[config.mk]
export PLATFORM = sky130hd
export DESIGN_NAME = dlc_seq
export DESIGN_NICKNAME = d
export VERILOG_FILES = /design/src/rtl/dlc_pkg.sv /design/src/rtl/dlc_rate_enc.sv /design/src/rtl/dlc_wait_timer.sv /design/src/rtl/dlc_gray_enc.sv /design/src/rtl/dlc_ctrl_fsm.sv /design/src/rtl/dlc_seq.sv
export SDC_FILE = /design/constraint.sdc
export NUM_CORES = 1
export LEC_CHECK = 0
export ABC_AREA = 0
export BUFFER_PORTS_ARGS = -buffer_cell sky130_fd_sc_hd__buf_4
export CORE_AREA = 2 2 66 68
export CTS_CLUSTER_SIZE = 12
export DETAILED_ROUTE_END_ITERATION = 8
export DIE_AREA = 0 0 68 70
export PLACE_DENSITY = 0.71
export SLEW_MARGIN = 20
export SYNTH_ARGS = -nofsm -noshare
export SYNTH_HDL_FRONTEND = slang
export SYNTH_HIERARCHICAL = 1
export SYNTH_SLANG_ARGS = --single-unit
[constraint.sdc]
create_clock -name clk -period 1.8 [get_ports clk]
set_input_delay 0.18 -clock clk [delete_from_list [all_inputs] [get_ports clk]]
set_output_delay 0.18 -clock clk [all_outputs]
set_load 0.01 [all_outputs]
[src/rtl/dlc_pkg.sv]
package dlc_pkg;

   typedef enum logic [3:0] {
      ST_IDLE,
      ST_I_PSOFF,
      ST_I_RST,
      ST_I_PDN,
      ST_I_FREQ,
      ST_I_UNRST,
      ST_I_UNPDN,
      ST_I_EN,
      ST_I_CLK,
      ST_I_WLOCK,
      ST_P_PREP,
      ST_P_WLOW,
      ST_P_GRAY,
      ST_P_CLK,
      ST_P_WHIGH,
      ST_P_FIN
   } seq_state_e;

   // Ceiling in MHz of range k: base plus half-MHz steps, rounded up
   function automatic int range_ceiling(input int base_mhz, input int step_x2, input int k);
      return base_mhz + (step_x2 * k + 1) / 2;
   endfunction

endpackage

[src/rtl/dlc_rate_enc.sv]
module dlc_rate_enc
   import dlc_pkg::*;
#(
   parameter int RATE_W   = 8,
   parameter int FREQ_W   = 3,
   parameter int BASE_MHZ = 112,
   parameter int STEP_X2  = 25
) (
   input  logic [RATE_W-1:0] rate,
   output logic [FREQ_W-1:0] code
);
   localparam int NCEIL = (1 << FREQ_W) - 1;

   logic [NCEIL-1:0] above;

   generate
      for (genvar k = 0; k < NCEIL; k++) begin : g_cmp
         localparam int CEIL = range_ceiling(BASE_MHZ, STEP_X2, k);
         assign above[k] = (32'(rate) > CEIL);
      end
   endgenerate

   // Count of exceeded ceilings; saturates naturally at NCEIL
   always_comb begin
      code = '0;
      for (int k = 0; k < NCEIL; k++) begin
         code = code + FREQ_W'(above[k]);
      end
   end

endmodule

[src/rtl/dlc_wait_timer.sv]
module dlc_wait_timer #(
   parameter int TIMEOUT_US = 50
) (
   input  logic clk,
   input  logic rst_n,
   input  logic start,
   input  logic tick,
   output logic expired
);
   localparam int CNT_W = $clog2(TIMEOUT_US + 1);

   logic [CNT_W-1:0] cnt;

   always_ff @(posedge clk or negedge rst_n) begin
      if (!rst_n) begin
         cnt <= '0;
      end else if (start) begin
         cnt <= CNT_W'(TIMEOUT_US);
      end else if (tick && (cnt != '0)) begin
         cnt <= cnt - 1'b1;
      end
   end

   assign expired = (cnt == '0);

endmodule

[src/rtl/dlc_gray_enc.sv]
module dlc_gray_enc #(
   parameter int PH_W = 4,
   parameter int IMPL = 0
) (
   input  logic [PH_W-1:0] bin,
   output logic [PH_W-1:0] gray
);
   generate
      if (IMPL == 0) begin : g_shift
         assign gray = bin ^ (bin >> 1);
      end else begin : g_bitwise
         for (genvar b = 0; b < PH_W; b++) begin : g_bit
            if (b == PH_W - 1) begin : g_msb
               assign gray[b] = bin[b];
            end else begin : g_low
               assign gray[b] = bin[b] ^ bin[b+1];
            end
         end
      end
   endgenerate

endmodule

[src/rtl/dlc_ctrl_fsm.sv]
module dlc_ctrl_fsm
   import dlc_pkg::*;
#(
   parameter int PH_W      = 4,
   parameter int FREQ_W    = 3,
   parameter bit PSAVE_RST = 1'b0
) (
   input  logic              clk,
   input  logic              rst_n,
   input  logic              init_req,
   input  logic              phase_req,
   input  logic [PH_W-1:0]   phase_sel,
   input  logic              psave_load,
   input  logic              psave_val,
   input  logic              lock_sts,
   input  logic              clkout_sts,
   input  logic [FREQ_W-1:0] freq_code,
   input  logic [PH_W-1:0]   gray_code,
   input  logic              tmr_expired,
   output logic              tmr_start,
   output logic [PH_W-1:0]   phase_q,
   output logic              dl_rst,
   output logic              dl_pdn,
   output logic              dl_en,
   output logic              dl_clkout_en,
   output logic              dl_cdr_en,
   output logic              dl_cdr_ext_en,
   output logic              dl_psave,
   output logic [FREQ_W-1:0] dl_freq,
   output logic [PH_W-1:0]   dl_gray,
   output logic              busy,
   output logic              done,
   output logic              fail
);
   seq_state_e state;
   logic       ps_saved;

   // Timer reloads on the edge that enters each wait state
   assign tmr_start = (state == ST_I_CLK) || (state == ST_P_PREP) || (state == ST_P_CLK);
   assign busy      = (state != ST_IDLE);

   always_ff @(posedge clk or negedge rst_n) begin
      if (!rst_n) begin
         state         <= ST_IDLE;
         phase_q       <= '0;
         ps_saved      <= 1'b0;
         dl_psave      <= PSAVE_RST;
         dl_rst        <= 1'b0;
         dl_pdn        <= 1'b0;
         dl_en         <= 1'b0;
         dl_clkout_en  <= 1'b0;
         dl_cdr_en     <= 1'b0;
         dl_cdr_ext_en <= 1'b0;
         dl_freq       <= '0;
         dl_gray       <= '0;
         done          <= 1'b0;
         fail          <= 1'b0;
      end else begin
         done <= 1'b0;
         fail <= 1'b0;
         case (state)
            ST_IDLE: begin
               if (init_req) begin
                  ps_saved <= dl_psave;
                  state    <= ST_I_PSOFF;
               end else if (phase_req) begin
                  phase_q <= phase_sel;
                  state   <= ST_P_PREP;
               end else if (psave_load) begin
                  dl_psave <= psave_val;
               end
            end
            ST_I_PSOFF: begin
               dl_psave <= 1'b0;
               state    <= ST_I_RST;
            end
            ST_I_RST: begin
               dl_rst <= 1'b1;
               state  <= ST_I_PDN;
            end
            ST_I_PDN: begin
               dl_pdn <= 1'b1;
               state  <= ST_I_FREQ;
            end
            ST_I_FREQ: begin
               dl_freq <= freq_code;
               state   <= ST_I_UNRST;
            end
            ST_I_UNRST: begin
               dl_rst <= 1'b0;
               state  <= ST_I_UNPDN;
            end
            ST_I_UNPDN: begin
               dl_pdn <= 1'b0;
               state  <= ST_I_EN;
            end
            ST_I_EN: begin
               dl_en <= 1'b1;
               state <= ST_I_CLK;
            end
            ST_I_CLK: begin
               dl_clkout_en <= 1'b1;
               state        <= ST_I_WLOCK;
            end
            ST_I_WLOCK: begin
               if (lock_sts) begin
                  dl_psave <= ps_saved;
                  done     <= 1'b1;
                  state    <= ST_IDLE;
               end else if (tmr_expired) begin
                  done  <= 1'b1;
                  fail  <= 1'b1;
                  state <= ST_IDLE;
               end
            end
            ST_P_PREP: begin
               dl_cdr_en     <= 1'b0;
               dl_clkout_en  <= 1'b0;
               dl_cdr_ext_en <= 1'b1;
               dl_en         <= 1'b1;
               state         <= ST_P_WLOW;
            end
            ST_P_WLOW: begin
               if (!clkout_sts) begin
                  state <= ST_P_GRAY;
               end else if (tmr_expired) begin
                  done  <= 1'b1;
                  fail  <= 1'b1;
                  state <= ST_IDLE;
               end
            end
            ST_P_GRAY: begin
               dl_gray <= gray_code;
               state   <= ST_P_CLK;
            end
            ST_P_CLK: begin
               dl_clkout_en <= 1'b1;
               state        <= ST_P_WHIGH;
            end
            ST_P_WHIGH: begin
               if (clkout_sts) begin
                  state <= ST_P_FIN;
               end else if (tmr_expired) begin
                  done  <= 1'b1;
                  fail  <= 1'b1;
                  state <= ST_IDLE;
               end
            end
            ST_P_FIN: begin
               dl_cdr_en     <= 1'b1;
               dl_cdr_ext_en <= 1'b0;
               done          <= 1'b1;
               state         <= ST_IDLE;
            end
            default: state <= ST_IDLE;
         endcase
      end
   end

endmodule

[src/rtl/dlc_seq.sv]
module dlc_seq
   import dlc_pkg::*;
#(
   parameter int RATE_W     = 8,
   parameter int FREQ_W     = 3,
   parameter int PH_W       = 4,
   parameter int BASE_MHZ   = 112,
   parameter int STEP_X2    = 25,
   parameter int TIMEOUT_US = 50,
   parameter int GRAY_IMPL  = 0,
   parameter bit PSAVE_RST  = 1'b0
) (
   input  logic              clk,
   input  logic              rst_n,
   input  logic              us_tick,
   input  logic [RATE_W-1:0] rate_mhz,
   input  logic              init_req,
   input  logic              phase_req,
   input  logic [PH_W-1:0]   phase_sel,
   input  logic              psave_load,
   input  logic              psave_val,
   input  logic              lock_sts,
   input  logic              clkout_sts,
   output logic              dl_rst,
   output logic              dl_pdn,
   output logic              dl_en,
   output logic              dl_clkout_en,
   output logic              dl_cdr_en,
   output logic              dl_cdr_ext_en,
   output logic              dl_psave,
   output logic [FREQ_W-1:0] dl_freq,
   output logic [PH_W-1:0]   dl_gray,
   output logic              busy,
   output logic              done,
   output logic              fail
);
   localparam int TOP_CEIL = range_ceiling(BASE_MHZ, STEP_X2, (1 << FREQ_W) - 2);

   initial begin
      assert (TIMEOUT_US > 0) else $error("TIMEOUT_US must be positive");
      assert (TOP_CEIL < (1 << RATE_W)) else $error("RATE_W too narrow for range ceilings");
      assert (PH_W > 0 && FREQ_W > 0) else $error("field widths must be positive");
      assert (GRAY_IMPL == 0 || GRAY_IMPL == 1) else $error("GRAY_IMPL must be 0 or 1");
   end

   logic [FREQ_W-1:0] freq_code;
   logic [PH_W-1:0]   phase_q;
   logic [PH_W-1:0]   gray_code;
   logic              tmr_start;
   logic              tmr_expired;

   dlc_rate_enc #(
      .RATE_W   (RATE_W),
      .FREQ_W   (FREQ_W),
      .BASE_MHZ (BASE_MHZ),
      .STEP_X2  (STEP_X2)
   ) u_rate (
      .rate (rate_mhz),
      .code (freq_code)
   );

   dlc_gray_enc #(
      .PH_W (PH_W),
      .IMPL (GRAY_IMPL)
   ) u_gray (
      .bin  (phase_q),
      .gray (gray_code)
   );

   dlc_wait_timer #(
      .TIMEOUT_US (TIMEOUT_US)
   ) u_tmr (
      .clk     (clk),
      .rst_n   (rst_n),
      .start   (tmr_start),
      .tick    (us_tick),
      .expired (tmr_expired)
   );

   dlc_ctrl_fsm #(
      .PH_W      (PH_W),
      .FREQ_W    (FREQ_W),
      .PSAVE_RST (PSAVE_RST)
   ) u_fsm (
      .clk           (clk),
      .rst_n         (rst_n),
      .init_req      (init_req),
      .phase_req     (phase_req),
      .phase_sel     (phase_sel),
      .psave_load    (psave_load),
      .psave_val     (psave_val),
      .lock_sts      (lock_sts),
      .clkout_sts    (clkout_sts),
      .freq_code     (freq_code),
      .gray_code     (gray_code),
      .tmr_expired   (tmr_expired),
      .tmr_start     (tmr_start),
      .phase_q       (phase_q),
      .dl_rst        (dl_rst),
      .dl_pdn        (dl_pdn),
      .dl_en         (dl_en),
      .dl_clkout_en  (dl_clkout_en),
      .dl_cdr_en     (dl_cdr_en),
      .dl_cdr_ext_en (dl_cdr_ext_en),
      .dl_psave      (dl_psave),
      .dl_freq       (dl_freq),
      .dl_gray       (dl_gray),
      .busy          (busy),
      .done          (done),
      .fail          (fail)
   );

endmodule

Word-level counts from Yosys, hierarchy flattened
Cells that the tools add are included.
{"block": "classes", "n_addsub": 7, "magnitude_cmp": 7, "eq_ne": 20, "n_mux": 26, "bitwise_logic": 2, "reduce_logical": 18}
{"op": "4-bit case mux with 16 select lines", "count": 1}
{"op": "8-bit > comparator, second input constant", "count": 5}
{"op": "4-bit equality test, second input constant", "count": 8}
{"op": "4-bit 2-to-1 mux", "count": 6}
{"op": "4-bit by 3-bit equality test with 1-bit output, second input constant", "count": 4}
{"op": "8-bit by 7-bit > comparator with 1-bit output, second input constant", "count": 2}
{"op": "3-bit by 1-bit adder with 3-bit output", "count": 5}
{"op": "6-bit 2-to-1 mux", "count": 2}
{"op": "1-bit case mux with 2 select lines", "count": 5}
{"op": "2-bit nonzero test", "count": 5}
{"op": "1-bit 2-to-1 mux", "count": 9}
{"op": "4-bit by 2-bit equality test with 1-bit output, second input constant", "count": 2}
{"op": "2-bit inequality test, second input constant", "count": 4}
{"op": "6-bit logical NOT", "count": 1}
{"op": "1-bit case mux with 3 select lines", "count": 2}
{"op": "6-bit nonzero test", "count": 1}
{"op": "6-bit by 1-bit subtractor with 6-bit output, second input constant", "count": 1}
{"op": "5-bit AND reduction", "count": 1}
{"op": "4-bit by 1-bit equality test with 1-bit output, second input constant", "count": 1}
{"op": "4-bit logical NOT", "count": 1}
{"op": "1-bit case mux with 4 select lines", "count": 1}
{"op": "4-bit nonzero test", "count": 1}
{"op": "2-bit OR reduction", "count": 2}
{"op": "4-bit by 3-bit XOR with 4-bit output", "count": 1}
{"op": "8 further kinds", "count": 9}
{"block": "totals", "reg_bits": 31, "out_inout_bits": 17}

Depth between registers and ports, before layout
Gate-level depths: netlist of the first run.
{"block": "depth", "word_depth": 7, "depth_mapped": 8}

Modules after synthesis
The synthesis of the first run kept the hierarchy.
{"module": "dlc_ctrl_fsm", "n_inst": 1, "cells_each": 122, "area_per_inst_um2": 1296.2, "seq_area_each_um2": 625.6}
{"module": "dlc_wait_timer", "n_inst": 1, "cells_each": 46, "area_per_inst_um2": 402.9, "seq_area_each_um2": 150.1}
{"module": "dlc_rate_enc", "n_inst": 1, "cells_each": 25, "area_per_inst_um2": 212.7, "seq_area_each_um2": 0.0}
{"module": "dlc_gray_enc", "n_inst": 1, "cells_each": 4, "area_per_inst_um2": 33.8, "seq_area_each_um2": 0.0}

Worst setup path after synthesis of the first run
OpenSTA, ideal clock, no wires.
{"block": "synth_timing", "path_kind": "input to register", "start": "in rate_mhz[1]", "end": "reg u_fsm.dl_freq[1]", "arrival_ns": 2.974, "t_required_ns": 1.675, "path_slack_ns": -1.299, "cell_stages": 8, "n_path_buf": 0, "cell_sequence": "or4_4 > a21oi_2 > fa_1 > fa_1 > inv_1 > fa_1 > fa_1 > mux2_2"}
{"block": "synth_via", "elab_chain_cells": 7, "word_cells_on_any_way": 13, "cone_classes": "6 x add/sub; 7 x order compare"}
{"element": "start, declared", "line": "dlc_seq.sv:16", "text": "input logic [RATE_W-1:0] rate_mhz,"}
{"element": "8-bit by 7-bit > comparator with 1-bit output", "line": "dlc_rate_enc.sv:19", "text": "assign above[k] = (32'(rate) > CEIL);"}
{"element": "1-bit by 1-bit adder with 2-bit output", "line": "dlc_rate_enc.sv:27", "text": "code = code + FREQ_W'(above[k]);"}
{"element": "3-bit by 1-bit adder with 3-bit output (4 in series)", "line": "dlc_rate_enc.sv:27"}
{"element": "3-bit by 1-bit adder with 3-bit output *", "line": "dlc_rate_enc.sv:27"}
{"element": "net freq_code[1]", "line": "dlc_seq.sv:46", "text": "logic [FREQ_W-1:0] freq_code;"}
{"element": "end signal, assigned", "line": "dlc_ctrl_fsm.sv:86", "text": "dl_freq <= freq_code;"}
{"element": "end, declared", "line": "dlc_ctrl_fsm.sv:29", "text": "output logic [FREQ_W-1:0] dl_freq,"}
The timed path passes the listed nets; every way through them passes the cells marked *.
A chain may end at the register's enable or synchronous reset.

Final worst setup path of the first run
Ends and elaborated chain as after synthesis.

==> results.sh, run 1 <==
export IMPL_clkTransAtPathRegs_ns=0.07
export IMPL_drt_iter0_markers=49
export IMPL_cts_buffers=5
export IMPL_syn_cell_area_um2=1950
export IMPL_syn_to_final_growth_pct=35.5
export IMPL_crit_required_ns=1.97
export IMPL_synthCells=197
export IMPL_timing_max_cap_violations=0
export IMPL_vias=1691
export IMPL_final_hold_viol_count=0
export IMPL_track_usage_pct=19.5
export IMPL_fmax_mhz=365
export IMPL_worst_slew_pin_slew_ns=0.394
export IMPL_avgSynthCellArea_um2=9.88
export IMPL_grt_pass1_wl_um=7090
export IMPL_ctsHtreeMaxLevel=2
export IMPL_num_io_pins=38
export IMPL_clkLatencyLatePin_ns=0.28
export IMPL_clock_skew_final_ns=0.00479
export IMPL_ir_drop_mv=0.849
export IMPL_final_cell_mix="buf_4, dfrtp_1, nand2_1"
export IMPL_final_common_cell="buf_4"
export IMPL_ys_ff_latch=31
export IMPL_cp_max_fo=2
export IMPL_drc=0
export IMPL_die_width_um=68
export IMPL_antenna_cells=0
export IMPL_p_leak_nw=1.23
export IMPL_nNetsFinal=286
export IMPL_hold_slack_ns=0.125
export IMPL_wirelength_um=4400
export IMPL_seq_area_frac_synth_pct=39.9
export IMPL_initial_core_util_pct=47.0
export IMPL_cts_buffer_depth=2
export IMPL_antenna_found_initial=0
export IMPL_end_kind="flip-flop"
export IMPL_grt_overflow_total=0
export IMPL_placed_cells=300
export IMPL_hold_path_class="input pin to flip-flop"
export IMPL_ys_top_cells_by_area="dfrtp_1, mux2_2, fa_1"
export IMPL_setup_viol=3
export IMPL_synth_edf_count=0
export IMPL_first_global_vias=1588
export IMPL_clock_sinks=31
export IMPL_grt_max_degree=32
export IMPL_power_density_nw_per_um2=1540
export IMPL_crit_arrival_ns=2.91
export IMPL_rsz0062_at_grt="true"
export IMPL_drtPass1Iterations=4
export IMPL_synth_top_cell_by_area="dfrtp_1"
export IMPL_cp_start_kind="input pin"
export IMPL_vias_per_cell=5.42
export IMPL_worst_slack_ns=-0.942
export IMPL_worstSetupPathType="input pin to flip-flop"
export IMPL_design_die_area_um2=4760
export IMPL_yosysWarningCount=6
export IMPL_violations="negative setup slack"
export IMPL_drtAntennaViolNets=0
export IMPL_core_um2=4140
export IMPL_gp_congestion=0.855
export IMPL_place_ws_ns=-1.28
export IMPL_utilization_pct=63.6
export IMPL_fin_crit_sh_pct=152
export IMPL_synth_ff_type="dfrtp_1"
export IMPL_io_buffers=37
export IMPL_hpwl_um=3040
export IMPL_fin_cells=312
export IMPL_status="finished, violations left"
export IMPL_yosysUniqueCellTypes=61
export IMPL_clock_root_buffer="clkbuf_8"
export IMPL_rows=24
export IMPL_netlist_area_leader_share_pct=39.9
export IMPL_slew_headroom_pct=73.3
export IMPL_cts_tree="done"
export IMPL_die_h_um=70
export IMPL_async_flop_share_pct=100
export IMPL_min_period_ns=2.74
export IMPL_syn_nets=224
export IMPL_drive_above_1_share_pct=38.5
export IMPL_slew_viol_final=0
export IMPL_wl_per_cell_um=14.1
==> flip-flops by register name (all words and copies together) (netlist names), 3 cells and up <==
signal	cells
u_fsm/dl_freq	3
u_fsm/phase_q	4
u_fsm/state	4
u_tmr/cnt	6
u_fsm/dl_gray	4
==> cell usage after synthesis (2+ instances only) <==
cell / n
nor2_1: 6
nor4_1: 2
fa_1: 4
or4b_1: 2
nor2b_1: 5
mux2_4: 4
a21oi_1: 7
nand3b_1: 3
a21o_1: 4
dfrtp_1: 31
o2111ai_1: 2
o211ai_1: 3
nor3_1: 5
xor2_1: 3
o41ai_1: 2
clkbuf_1: 5
buf_4: 3
o21ai_0: 9
or4_1: 2
a211oi_1: 2
inv_1: 15
ha_1: 2
nor3b_1: 4
o221ai_1: 2
and2_1: 2
o31ai_1: 2
a31oi_1: 3
a41o_1: 2
nand2b_1: 2
nand2_1: 17
a211o_1: 2
buf_2: 2
mux2_2: 9
buf_1: 2
==> path summary, 6_finish.rpt <==
path,cells after the start,startpoint,slack [ns],endpoint
setup / recovery,9,rate_mhz[1],-0.94,u_fsm/dl_freq[1]
hold / removal,2,lock_sts,0.13,u_fsm/fail
setup reg to reg,6,u_tmr/cnt[0],0.08,u_fsm/state[0]
hold reg to reg,1,u_fsm/dl_en,0.47,u_fsm/dl_en
max in group asynchronous,2,rst_n,1.14,u_fsm/dl_en
min in group asynchronous,2,rst_n,0.37,u_fsm/phase_q[1]
==> per-stage QoR <==
step | power [W] | instance area, um2 | TNS, ns
2_1_floorplan | 0.00253 | 1960 | -2.93
3_3_place_gp | 0.00322 | 2440 | -3.40
3_5_place_dp | 0.00326 | 2440 | -3.43
4_1_cts | 0.00400 | 2580 | -2.44
5_1_grt | 0.00437 | 2640 | -2.62
6_report | 0.00406 | 2640 | -2.40
==> logic make-up after synthesis <==
| group | synth area share (%) |
|---|---|
| XOR/XNOR | 1.35 |
| AO/OA/AOI/OAI | 18.5 |
| flip-flops | 39.9 |
| multiplexers | 8.81 |
| buffers and inverters | 6.11 |
| adder cells (fa/ha/maj) | 5.40 |
| AND/OR/NAND/NOR | 19.9 |
==> metal layers <==
metal,part of all wire (%),track usage (%)
met5,0,0
met4,0.52,7.78
met3,5.1,3.70
met2,48,28.6
met1,47,28.0
==> timing repair <==
| item | 4_1_cts | 5_1_grt |
|---|---|---|
| hold buffers | 1 | 0 |
| endpoints found under the setup margin | 4 | 12 |
| pin swaps | 3 | 4 |
| gates cloned | 0 | 0 |
| setup buffers | 0 | 3 |
| resized for setup | 4 | 7 |
| hold endpoints to repair | 31 | 0 |
==> power breakdown <==
| group | internal [W] | total (W) | switching (W) |
|---|---|---|---|
| registers | 0.00100 | 0.00128 | 0.000276 |
| clock network | 0.000448 | 0.000716 | 0.000269 |
| logic | 0.00110 | 0.00207 | 0.000974 |
==> final cells by class <==
| cell class | instances | area (um2) |
|---|---|---|
| clock inverter | 2 | 35.0 |
| inverter | 16 | 60.1 |
| clock buffer | 6 | 82.6 |
| timing repair buffer | 67 | 513 |
| fill | 367 | 1510 |
| tap | 52 | 65.1 |
| multi-input combinational | 138 | 1100 |
| sequential | 31 | 776 |
==> critical path: stages <==
cell     delay [ns]
buf_6          0.09
or4_4          0.54
a21oi_4        0.13
fa_1           0.43
fa_1           0.50
inv_2          0.04
fa_2           0.33
fa_2           0.41
mux2_4         0.26
Note: power is estimated with default switching activity, not from simulation.
==> inputs of run 2 (changes only) <==
==> constraint.sdc (replaced) <==
create_clock -name clk -period 2.3 [get_ports clk]
set_input_delay 0.23 -clock clk [delete_from_list [all_inputs] [get_ports clk]]
set_output_delay 0.23 -clock clk [all_outputs]
set_load 0.01 [all_outputs]
==> results.sh, run 2 (synthesized netlist as in run 1, its figures left out) <==
export IMPL_status="finished, violations left"
export IMPL_violations="negative setup slack"
export IMPL_wirelength_um=4130
export IMPL_drtPass1Iterations=4
export IMPL_cp_max_fo=2
export IMPL_multiInputGateArea_um2=1070
export IMPL_vias=1668
export IMPL_min_period_ns=2.80
export IMPL_regArea_um2=776
export IMPL_swShare_pct=38.6
export IMPL_grt_pass1_wl_um=6930
export IMPL_clock_sinks=31
export IMPL_fmax_mhz=357
export IMPL_clkLatencyLatePin_ns=0.28
export IMPL_final_cell_mix="buf_4, dfrtp_1, nand2_1"
export IMPL_final_common_cell="buf_4"
export IMPL_regMostFlops="u_tmr/cnt"
export IMPL_p_leak_nw=1.16
export IMPL_antenna_found_initial=0
export IMPL_hold_slack_ns=0.163
export IMPL_drc=0
export IMPL_cts_buffers=5
export IMPL_clockPowerShare_pct=16.2
export IMPL_place_ws_ns=-0.833
export IMPL_drtAntennaViolNets=0
export IMPL_core_um2=4140
export IMPL_worst_slew_pin_slew_ns=0.404
export IMPL_drt_iter0_markers=108
export IMPL_pwr_share_seq_pct=34.5
export IMPL_p_int_w=0.00180
export IMPL_drive_above_1_share_pct=35.1
export IMPL_power_density_nw_per_um2=1170
export IMPL_slew_headroom_pct=73.0
export IMPL_pwr_share_comb_pct=49.3
export IMPL_hold_path_class="input pin to flip-flop"
export IMPL_n_fill_cell=378
export IMPL_nNetsFinal=277
export IMPL_final_hold_viol_count=0
export IMPL_gp_congestion=0.809
export IMPL_p_sw_w=0.00113
export IMPL_track_usage_pct=19.3
export IMPL_p_total_w=0.00293
export IMPL_num_io_pins=38
export IMPL_io_buffers=37
export IMPL_worstSetupPathType="input pin to flip-flop"
export IMPL_crit_arrival_ns=2.97
export IMPL_clock_root_buffer="clkbuf_8"
export IMPL_wl_per_cell_um=13.6
export IMPL_end_kind="flip-flop"
export IMPL_crit_required_ns=2.47
export IMPL_fin_setup_tns_ns=-1.11
export IMPL_design_die_area_um2=4760
export IMPL_ir_drop_mv=0.612
export IMPL_ctsHtreeMaxLevel=2
export IMPL_rows=24
export IMPL_setup_viol=3
export IMPL_cts_buffer_depth=2
export IMPL_cts_tree="done"
export IMPL_die_width_um=68
export IMPL_clock_skew_final_ns=0.00589
export IMPL_syn_to_final_growth_pct=29.4
export IMPL_clkTransAtPathRegs_ns=0.07
export IMPL_grt_max_degree=32
export IMPL_utilization_pct=60.7
export IMPL_initial_core_util_pct=47.0
export IMPL_fin_crit_sh_pct=122
export IMPL_slew_viol_final=0
export IMPL_die_h_um=70
export IMPL_timing_max_cap_violations=0
export IMPL_rsz0062_at_grt="true"
export IMPL_largest_reg_flops=6
export IMPL_hpwl_um=3040
export IMPL_worst_slack_ns=-0.503
export IMPL_antenna_cells=0
export IMPL_cp_start_kind="input pin"
export IMPL_grt_overflow_total=0
export IMPL_first_global_vias=1532
export IMPL_vias_per_cell=5.50
[run 2: routing by layer]
| layer | part of all wire, % | up-vias | track usage (%) | wire length (um) |
|---|---|---|---|---|
| met5 | 0 | - | 0 | 0 |
| met4 | 1.7 | 0 | 7.33 | 72 |
| met3 | 3.3 | 6 | 4.83 | 135 |
| met2 | 47 | 28 | 29.8 | 1950 |
| met1 | 48 | 802 | 25.9 | 1970 |
| li1 | - | 832 | - | - |
[run 2: per-stage QoR]
step | instance area (um2) | instances
after floorplan | 1960 | 197
after global placement | 2380 | 293
after detailed placement | 2380 | 293
after CTS | 2510 | 302
after global routing | 2520 | 303
final | 2520 | 303
[run 2: power by group through the flow]
stage | clock (W) | combinational, W | sequential (W)
2_1_floorplan | 0 | 0.000979 | 0.000998
3_3_place_gp | 0 | 0.00140 | 0.00102
3_5_place_dp | 0 | 0.00144 | 0.00102
4_1_cts | 0.000496 | 0.00145 | 0.00101
5_1_grt | 0.000519 | 0.00162 | 0.00106
6_report | 0.000477 | 0.00145 | 0.00101
[run 2: worst paths after layout]
kind / startpoint / to / slack, ns / cells after the start
max in group asynchronous: rst_n / u_fsm/state[3] / 1.59 / 2
hold reg to reg: u_fsm/dl_en / u_fsm/dl_en / 0.46 / 1
setup reg to reg: u_tmr/cnt[0] / u_fsm/state[1] / 0.33 / 7
setup / recovery: rate_mhz[1] / u_fsm/dl_freq[1] / -0.50 / 9
hold / removal: lock_sts / u_fsm/fail / 0.16 / 2
min in group asynchronous: rst_n / u_fsm/fail / 0.42 / 2
[run 2: what timing repair did]
action                                 in CTS  in global routing
endpoints found under the hold margin      31                  0
hold buffers                                1                  0
buffers inserted                            0                  1
gates resized for setup                     3                  1
setup endpoints to repair                   3                  3
[run 2: area by class of cell]
class,count,share of cell area (%)
repair buffers,58,17.7
clock buffers,7,3.83
well taps,52,2.58
flip-flops and latches,31,30.8
multi-input cells,138,42.4
inverters,16,2.39
clock inverters,1,0.298
[run 2: worst max-delay path, cell delays in order]
cell and delay (ns):
buf_6 0.09, or4_4 0.52, a21oi_2 0.14, fa_1 0.43, fa_1 0.50, inv_2 0.04, fa_2 0.35, fa_2 0.41
mux2_4 0.26
==> inputs of run 3 (changes only) <==
--- a/config.mk
+++ b/config.mk
@@ -5,13 +5,13 @@
 export SDC_FILE = /design/constraint.sdc
 export NUM_CORES = 1
 export LEC_CHECK = 0
-export ABC_AREA = 0
-export BUFFER_PORTS_ARGS = -buffer_cell sky130_fd_sc_hd__buf_4
+export ABC_AREA = 1
 export CORE_AREA = 2 2 66 68
 export CTS_CLUSTER_SIZE = 12
 export DETAILED_ROUTE_END_ITERATION = 8
 export DIE_AREA = 0 0 68 70
-export PLACE_DENSITY = 0.71
+export DONT_BUFFER_PORTS = 1
+export PLACE_DENSITY = 0.64
 export SLEW_MARGIN = 20
 export SYNTH_ARGS = -nofsm -noshare
 export SYNTH_HDL_FRONTEND = slang
==> results.sh, run 3 <==
export IMPL_final_common_cell="nand2_1"
export IMPL_ctsHtreeMaxLevel=2
export IMPL_crit_family="adder cells"
export IMPL_grt_overflow_total=0
export IMPL_vias=1754
export IMPL_fmax_mhz=425
export IMPL_final_cell_mix="nand2_1, dfrtp_1, inv_1"
export IMPL_rrSetupSlack_ns=0.63
export IMPL_clock_root_buffer="clkbuf_8"
export IMPL_worst_slew_pin_slew_ns=0.435
export IMPL_ir_drop_mv=0.611
export IMPL_slew_headroom_pct=70.9
export IMPL_clkTransAtPathRegs_ns=0.06
export IMPL_worstSetupPathType="input pin to flip-flop"
export IMPL_final_hold_viol_count=0
export IMPL_ys_ff_latch=31
export IMPL_antenna_cells=0
export IMPL_crit_chain="nand2_4, o21bai_4, nand2_2, nand2_2, fa_1, fa_1, inv_2, fa_2, fa_2, nand3_2, nand2_1"
export IMPL_path_depth=11
export IMPL_cts_buffers=5
export IMPL_die_h_um=70
export IMPL_slew_viol_final=0
export IMPL_num_io_pins=38
export IMPL_drt_iter0_markers=89
export IMPL_crit_arrival_ns=2.57
export IMPL_design_die_area_um2=4760
export IMPL_gp_congestion=0.874
export IMPL_yosysMostFrequentCell="nand2_1"
export IMPL_p_total_w=0.00271
export IMPL_cp_max_fo=3
export IMPL_synthCells=283
export IMPL_largest_reg_flops=6
export IMPL_drive_above_1_share_pct=16.9
export IMPL_drtAntennaViolNets=0
export IMPL_vias_per_cell=5.04
export IMPL_rows=24
export IMPL_synth_ff_type="dfrtp_1"
export IMPL_yosysUniqueCellTypes=29
export IMPL_cts_setup_buffers=0
export IMPL_rsz0062_at_grt="true"
export IMPL_drtPass1Iterations=4
export IMPL_clock_sinks=31
export IMPL_hold_path_class="input pin to flip-flop"
export IMPL_syn_cell_area_um2=1980
export IMPL_drc=0
export IMPL_cp_start_kind="input pin"
export IMPL_status="finished, violations left"
export IMPL_crit_required_ns=2.52
export IMPL_path_buf_inv=1
export IMPL_clkLatencyLatePin_ns=0.28
export IMPL_setup_viol=1
export IMPL_die_width_um=68
export IMPL_cts_buffer_depth=2
export IMPL_seq_area_frac_synth_pct=39.1
export IMPL_grt_max_degree=32
export IMPL_hold_end="u_fsm/phase_q[0]"
export IMPL_wirelength_um=4150
export IMPL_p_leak_nw=1.20
export IMPL_hpwl_um=3170
export IMPL_ys_top_cells_by_area="dfrtp_1, nand2_1, nand3_1"
export IMPL_nNetsFinal=322
export IMPL_yosysWarningCount=6
export IMPL_hp_start="phase_sel[0]"
export IMPL_cts_tree="done"
export IMPL_clock_skew_final_ns=0.00419
export IMPL_syn_to_final_growth_pct=14.2
export IMPL_track_usage_pct=19.3
export IMPL_reg2reg_to="u_fsm/state[0]"
export IMPL_min_delay_path_depth=2
export IMPL_reg2reg_from="u_tmr/cnt[0]"
export IMPL_netlist_area_leader_share_pct=39.1
export IMPL_fin_setup_tns_ns=-0.0536
export IMPL_antenna_found_initial=0
export IMPL_crit_slowest_cell="fa_2"
export IMPL_async_flop_share_pct=100
export IMPL_worst_slack_ns=-0.0536
export IMPL_initial_core_util_pct=47.9
export IMPL_violations="negative setup slack"
export IMPL_grt_pass1_wl_um=7040
export IMPL_avgSynthCellArea_um2=7.01
export IMPL_reg2reg_depth=11
export IMPL_first_global_vias=1601
export IMPL_regMostFlops="u_tmr/cnt"
export IMPL_core_um2=4140
export IMPL_timing_max_cap_violations=0
export IMPL_synth_top_cell_by_area="dfrtp_1"
export IMPL_syn_nets=310
export IMPL_fin_crit_sh_pct=102
export IMPL_wl_per_cell_um=11.9
export IMPL_io_buffers=0
export IMPL_slowest_delay_ns=0.54
export IMPL_synth_edf_count=0
export IMPL_power_density_nw_per_um2=1190
export IMPL_synth_commonest_cells="nand2_1, dfrtp_1, inv_1, nand3_1, nor2_1"
export IMPL_end_kind="flip-flop"
export IMPL_min_period_ns=2.35
[run 3: changes by cell type after synthesis, moves of 4 or more]
cell and delta:
clkbuf_1 -5, nor2_4 +4, mux2_4 -4, mux2_2 -9, inv_2 +4, nor2b_1 -5, a21o_1 -4, nor3b_1 -4
nor3_1 -4, nand2_1 +95, inv_1 +16, nand3_1 +29, nor2_1 +21
[run 3: cells by family (layout without fill, tap and decap cells)]
family / count (synthesis) / after routing / share of synthesized area [%]
AND/OR/NAND/NOR: 189 / 189 / 42.2
buffers and inverters: 38 / 51 / 7.44
flip-flops: 31 / 31 / 39.1
AO/OA/AOI/OAI: 18 / 18 / 5.49
adder cells (fa/ha/maj): 6 / 6 / 5.30
XOR/XNOR: 1 / 1 / 0.441
[run 3: final cells by class]
cell class	instances	area (um2)
Fill cell	426	1880
Multi-Input combinational cell	214	1120
Sequential cell	31	776
Inverter	36	135
Clock buffer	8	100
Timing Repair Buffer	7	67.6
Tap cell	52	65.1
[run 3: worst max-delay path by stage]
stage / start / end / slack, ns
floorplan: rate_mhz[4] / u_fsm/dl_freq[1] / -0.22
global placement: rate_mhz[2] / u_fsm/dl_freq[1] / -0.30
detailed placement: rate_mhz[4] / u_fsm/dl_freq[1] / -0.30
CTS: rate_mhz[2] / u_fsm/dl_freq[1] / -0.007
global route: rate_mhz[1] / u_fsm/dl_freq[1] / -0.16
finish: rate_mhz[4] / u_fsm/dl_freq[1] / -0.05
[run 3: metrics by stage]
step                      cells  cell area (um2)  setup slack (ns)  hold slack [ns]  utilization [%]
after global placement      338             2080            -0.296          -0.0648             50.3
final                       348             2270           -0.0536           0.0635             54.7
after detailed placement    338             2080            -0.300          -0.0650             50.3
after CTS                   348             2210          -0.00722           0.0516             53.4
after global routing        348             2270            -0.157           0.0570             54.7
after floorplan             283             1990            -0.223          -0.0656                -
[run 3: where the power goes]
part	switching, W	leakage, nW	total (W)	internal (W)
sequential	0.000291	0.380	0.00109	0.000797
clock	0.000193	0.0515	0.000466	0.000273
combinational	0.000740	0.769	0.00115	0.000413
[run 3: repair_timing]
| item | CTS | global route |
|---|---|---|
| setup endpoints to repair | 1 | 2 |
| pin swaps | 0 | 4 |
| gates resized for setup | 0 | 15 |
| hold buffers | 2 | 0 |
| hold endpoints to repair | 31 | 0 |
[run 3: routing by layer]
metal / GRT usage, % / wire [um] / part of all wire (%)
met1: 26.3 / 1920 / 46
met2: 29.0 / 1860 / 45
met3: 6.28 / 325 / 7.8
met4: 6.00 / 45 / 1.1
met5: 0 / 0 / 0
